--- src/rtl/intc_flagctl.sv ---
module intc_flagctl #(
  parameter int PC_W = 13,
  parameter logic [PC_W-1:0] VEC_PC = 'h4
) (
  input  logic            clk,
  input  logic            rst_n,
  input  logic            q1_stb,
  input  logic            q4_stb,
  input  logic            xpin,
  input  logic            xedge_rise,
  input  logic            tmr_wrap,
  input  logic            port_chg,
  input  logic            ctl_we,
  input  logic [7:0]      ctl_wdata,
  output logic [7:0]      ctl_q,
  input  logic            sleep_mode,
  output logic            wake,
  output logic            dummy_cyc,
  output logic            vec_take,
  output logic [PC_W-1:0] vec_pc
);
  localparam int B_GIE = 7, B_TEN = 5, B_XEN = 4, B_PEN = 3;
  localparam int B_TFL = 2, B_XFL = 1, B_PFL = 0;
  localparam logic [1:0] ST_IDLE = 2'd0, ST_FIN = 2'd1, ST_DUMMY = 2'd2;

  logic [2:0] sy;
  logic       held;
  logic [7:0] ctl, ctl_n;
  logic [1:0] st;

  wire cur    = sy[1];
  wire prev   = sy[2];
  wire xedge  = xedge_rise ? (cur & ~prev) : (~cur & prev);
  wire win    = q1_stb | q4_stb;
  wire [2:0] hits = {ctl[B_TFL] & ctl[B_TEN], ctl[B_XFL] & ctl[B_XEN], ctl[B_PFL] & ctl[B_PEN]};
  wire pend   = ctl[B_GIE] & |hits;

  assign ctl_q     = ctl;
  assign wake      = sleep_mode & |hits;
  assign dummy_cyc = (st == ST_DUMMY);
  assign vec_take  = q1_stb & dummy_cyc;
  assign vec_pc    = vec_take ? VEC_PC : '0;

  always_comb begin
    ctl_n = ctl_we ? ctl_wdata : ctl;
    if (vec_take)           ctl_n[B_GIE] = 1'b0;
    if (tmr_wrap)           ctl_n[B_TFL] = 1'b1;
    if (port_chg)           ctl_n[B_PFL] = 1'b1;
    if (win & (xedge | held)) ctl_n[B_XFL] = 1'b1;
  end

  always_ff @(posedge clk or negedge rst_n) begin
    if (!rst_n) begin
      sy   <= '0;
      held <= 1'b0;
      ctl  <= '0;
      st   <= ST_IDLE;
    end else begin
      sy   <= {sy[1:0], xpin};
      held <= win ? 1'b0 : (held | xedge);
      ctl  <= ctl_n;
      if (q1_stb) begin
        unique case (st)
          ST_IDLE:  if (pend && !sleep_mode) st <= ST_FIN;
          ST_FIN:   st <= ST_DUMMY;
          default:  st <= ST_IDLE;
        endcase
      end
    end
  end
endmodule

--- config.mk ---
export PLATFORM = sky130hd
export DESIGN_NAME = intc_flagctl
export DESIGN_NICKNAME = d
export VERILOG_FILES = /design/src/rtl/intc_flagctl.sv
export SDC_FILE = /design/constraint.sdc
export NUM_CORES = 1
export LEC_CHECK = 0
export ABC_AREA = 1
export BUFFER_PORTS_ARGS = -buffer_cell sky130_fd_sc_hd__buf_2
export CAP_MARGIN = 20
export CORE_UTILIZATION = 43
export CTS_BUF_LIST = sky130_fd_sc_hd__clkbuf_4 sky130_fd_sc_hd__clkbuf_8
export CTS_CLUSTER_DIAMETER = 50
export DETAILED_ROUTE_END_ITERATION = 8
export PLACE_DENSITY_LB_ADDON = 0.1
export SLEW_MARGIN = 10
export SYNTH_ARGS = -nofsm -noshare
export SYNTH_HDL_FRONTEND = slang
export SYNTH_SLANG_ARGS = --single-unit
--- constraint.sdc ---
create_clock -name clk -period 0.98 [get_ports clk]
set_input_delay 0.098 -clock clk [delete_from_list [all_inputs] [get_ports clk]]
set_output_delay 0.098 -clock clk [all_outputs]
set_load 0.02 [all_outputs]
Word-level counts from Yosys, hierarchy flattened --
Index checks and enable logic that the tools add are counted. W data, S select, Z words.
Word-level totals: bits of input ports 18, bits in registers 14, output and inout bits 24, logic and storage cells 43
Cells by class: mux-type cells 10, eq/ne operators 3, bitwise gates (word level) 13, reduce and logical (&&, ||, !) cells 9
Operators by type and width (count):
- $and A1 B1 Y1 | 9
- $mux W8 | 1
- $reduce_bool A2 Y1 | 4
- $mux W1 | 6
- $pmux W2 S2 | 1
- $mux W3 | 1
- $reduce_or A3 Y1 | 1
- $eq A2 B1 Y1 const B | 1
- $eq A2 B2 Y1 const B | 1
- $logic_not A2 Y1 | 1
- $mux W2 | 1
- $ne A2 B2 Y1 const B | 1
- $not A1 Y1 | 2
- $or A1 B1 Y1 | 2
- $reduce_and A2 Y1 | 1
- $logic_and A1 B1 Y1 | 1
- $logic_not A1 Y1 | 1

Logic depth before layout (Yosys ltp) --
depth after elaboration 6, mapped depth 6, gate-level depth less buffers 5

Least setup slack after synthesis --
No wires, ideal clock.
path kind flip-flop to output port, start point register st[0], end point output port vec_pc[2], setup slack -0.295 ns, arrival 1.177 ns, cell stages (with the launch flop) 5, buffers on the path 1, data required time 0.882 ns, cells stage by stage dfrtp_1 nor2_1 nand2_1 inv_1 buf_4
Between the ends: word-level cells in the longest chain between the ends 3
Ends and longest elaborated chain:
- from (decl) | line 29 | logic [1:0] st;
- from (signal assigned) | line 57 | st <= ST_IDLE;
- from (signal assigned) | line 64 | ST_IDLE: if (pend && !sleep_mode) st <= ST_FIN;
- from (signal assigned) | line 65 | ST_FIN: st <= ST_DUMMY;
- $eq A2 B2 Y1 | line 40 | assign dummy_cyc = (st == ST_DUMMY);
- net dummy_cyc | line 18 | output logic dummy_cyc,
- $and A1 B1 Y1 | line 41 | assign vec_take = q1_stb & dummy_cyc;
- net vec_take | line 19 | output logic vec_take,
- $mux W3 | line 42 | assign vec_pc = vec_take ? VEC_PC : '0;
- to (decl) | line 20 | output logic [PC_W-1:0] vec_pc
The timed path passes the listed nets, and every way through them passes these cells.

Worst setup path after layout --
start point register ctl[0] (netlist: ctl_q[0]), end point output port wake
Between the ends: word-level cells in the longest chain between the ends 3
Ends and longest elaborated chain:
- from (decl) | line 28 | logic [7:0] ctl, ctl_n;
- from (signal assigned) | line 61 | ctl <= ctl_n;
- $and A1 B1 Y1 | line 35 | wire [2:0] hits = {ctl[B_TFL] & ctl[B_TEN], ctl[B_XFL] & ctl[B_XEN], ctl[B_PFL] & ctl[B_PEN]};
- $reduce_or A3 Y1 | line 39 | assign wake = sleep_mode & |hits;
- $and A1 B1 Y1 | line 39
- to (decl) | line 17 | output logic wake,
Every way passes these cells.

==> key figures <==
Global routing
  – Initial antenna violation count: 0
  – Total Routing Usage GR: between 15 and 20%
  – GRT Residual Overflow: 0
  – First-pass GRT wire length: about 2.2 mm
  – Vias in the first global route: 533
  – Largest net degree at the start of global routing: 15

Routing
  – Met3 wire length: slightly below 70 um
  – Remaining DRCs: 0
  – Drt first pass iters: 4
  – DRT met1 WL: about 570 um
  – Routed wire length: between 1 and 1.5 mm
  – Top Metal Used: met4
  – Drt first-iter violations: 9
  – DR WL met2: around 660 um
  – Drt via density: approximately 4.4
  – Final ANT Viol Nets: 0
  – DR vias: 640
  – Per-cell routed wire length: around 9.0 um

Timing
  – Final min period: ~1.2 ns
  – Final worst setup slack: -0.1760 ns
  – Final Setup Violations: 11
  – Final hold vios: 0
  – RSZ-0062 raised after global routing: yes
  – Pins Over Slew Limit: 0
  – Final hold slack: 0.0006853 ns
  – Peak Freq: between 800 and 900 MHz
  – Final TNS setup: -1.009 ns
  – Worst-case clock skew: 0.0009102 ns
  – Period utilization: 118.0%

Critical path
  – Reg-to-Reg End: st[0]$_DFFE_PN0P_
  – Worst Path Buf+Inv: 2
  – Critical path, cell by cell: nand2_1 -> nand3_2 -> nand2_1 -> inv_1 -> buf_6
  – Path depth of the worst reg2reg path: 7
  – WS Path Type: reg2out
  – Crit path max fanout: 2
  – Worst stage delay on the critical path: between 0.3 and 0.4 ns
  – Crit path max-delay cell type: dfrtp_1
  – WP data arrival: between 1 and 1.5 ns
  – Startpoint types: flop
  – Cell family with most CP delay: flip-flops
  – Data required, critical path: 0.88 ns
  – CP endpoint kind: output port
  – R2R Setup Slk: -0.06 ns
  – Most repeated library cell on the critical path: nand2_1
  – Worst reg2reg startpoint: st[0]$_DFFE_PN0P_

Clock network
  – Clock tree buffer depth: 2
  – H-tree Lvls: 1
  – Worst-path clk slew: around 0.080 ns
  – Worst skew pair latency: roughly 0.28 ns
  – Total CTS buffers: 3
  – CTS Sinks: 14
  – CTS tree: yes
  – Clock root cell: clkbuf_4

Floorplanning
  – Core Area: ~1500 um2
  – Die Width: roughly 42 um
  – I/O pins: 42
  – Die Y: approximately 42 um
  – Initial Util: 46.35%
  – Die area: ~1800 um2
  – Site row count: 14

Synthesis
  – Seq cells post-synth: 14
  – Mapped Area: between 600 and 700 um2
  – Distinct cell type count after synthesis: 14
  – Yosys warnings: 0
  – Seq/Total Area, Yosys: between 50% and 60%
  – Mapped Avg Cell Area: 8.118 um2
  – Syn Inst Count: between 80 and 90

Placement
  – Final RePlAce weighted congestion: 0.7136
  – Port Buf Inserts: 29
  – Hpwl dp: a little under 900 um

Power and ir drop
  – Final Power: between 1 and 1.5 mW
  – Cell Pwr Density: 1428 nW/um2
  – LEAKAGE: around 0.62 nW
  – VDD IR max: ~0.0011 V

Layout
  – Antenna Cells: 0
  – Final Net Count: 150
  – Fin util: 69.68%
  – Area Growth Syn to Fin: 50.36%
  – Layout cells sized above 1: between 40% and 50%

Min path
  – Hold WC Path Type: in2reg
  – Worst Hold Endpoint: ctl_q[2]$_DFFE_PN0P_
  – Hold depth: 3
  – Min-delay src: tmr_wrap

Status
  – Failing checks: negative setup slack
  – Status: finished, violations left

Job
  – Max Cap Viol: 0
## repair_timing
action | CTS | global route
pin swaps | 3 | 3
gates resized for setup | 23 | 5
cloned | 0 | 0
endpoints found under the setup margin | 4 | 11
hold buffers | 2 | 0
buffers inserted | 9 | 6
endpoints found under the hold margin | 15 | 0
## power by group
| part | internal (mW) | switching (mW) |
|---|---|---|
| clock | 0.226 | 0.185 |
| combinational | 0.209 | 0.228 |
| sequential | 0.622 | 0.0282 |
| total | 1.06 | 0.441 |
## per-stage QoR
step / std cells / setup slack, ns / cell area, um2
after floorplan: 97 / 0.001018 / 753.2
after global placement: 128 / 0.07974 / 805.8
final: 147 / -0.1760 / 1050
after detailed placement: 128 / 0.07005 / 805.8
after CTS: 143 / -0.1772 / 1005
after global routing: 147 / -0.2438 / 1050
## registers in the layout (all words and copies together) (netlist names)
name / flops
held: 1
ctl_q: 8
st: 2
sy: 3
## layout by cell type, fill, tap and decap left out
cell type | netlist | final
a21oi_1 | 2 | 2
buf_2 | 0 | 19
buf_4 | 13 | 7
buf_6 | 1 | 16
clkbuf_4 | 0 | 3
clkbuf_8 | 0 | 1
conb_1 | 1 | 12
dfrtp_1 | 14 | 14
dlygate4sd3_1 | 0 | 2
inv_1 | 11 | 9
inv_2 | 1 | 3
inv_4 | 1 | 1
mux2i_1 | 1 | 1
nand2_1 | 30 | 29
nand2_2 | 0 | 1
nand3_1 | 6 | 5
nand3_2 | 0 | 1
nor2_1 | 3 | 2
nor2_4 | 0 | 1
o21ai_0 | 1 | 1
o21ai_1 | 1 | 1
## how the worst max path moves through the flow
stage / startpoint / endpoint / slack [ns] / cells past startpoint
5_1_grt: ctl_q[2]$_DFFE_PN0P_ / wake / -0.24 / 5
2_1_floorplan: st[0]$_DFFE_PN0P_ / vec_pc[2] / 0.001 / 4
4_1_cts: ctl_q[0]$_DFFE_PN0P_ / wake / -0.18 / 5
6_report: ctl_q[0]$_DFFE_PN0P_ / wake / -0.18 / 5
3_3_place_gp: ctl_q[1]$_DFFE_PN0P_ / wake / 0.08 / 5
3_5_place_dp: ctl_q[1]$_DFFE_PN0P_ / wake / 0.07 / 5
## synth_stat cells
cell type,count,area share (%)
a21oi_1,2,1.4
buf_4,13,14
buf_6,1,1.6
conb_1,1,0.54
dfrtp_1,14,50
inv_1,11,5.9
inv_2,1,0.54
inv_4,1,0.90
mux2i_1,1,1.4
nand2_1,30,16
nand3_1,6,4.3
nor2_1,3,1.6
o21ai_0,1,0.72
o21ai_1,1,0.72
## worst reg2reg max path, delay by kind of cell (launching register included)
family / cells / cell delay [ns]
AOI/OAI and AO/OA: 1 / 0.07
buffers and inverters: 3 / 0.27
DFF: 1 / 0.43
and+or+nand+nor: 3 / 0.21
## cell type report
| class | instances | area, um2 |
|---|---|---|
| tap | 16 | 20.02 |
| clock buffer | 4 | 36.28 |
| fill | 123 | 456.7 |
| multi-input combinational | 56 | 244.0 |
| inverter | 13 | 51.30 |
| sequential | 14 | 350.3 |
| timing repair buffer | 44 | 347.8 |
## routing by layer
layer,vias up,GRT usage (%)
met5,-,0
met4,0,7.500
met1,284,20.79
met3,4,2.586
li1,326,-
met2,26,27.08
## kinds of logic after synthesis
group | synth area share, %
flip-flops | 50.18
AND/OR/NAND/NOR | 22.04
AO/OA/AOI/OAI | 2.866
multiplexers | 1.434
buffers and inverters | 22.94
other | 0.5371
Power figures use the tool's default switching activity.
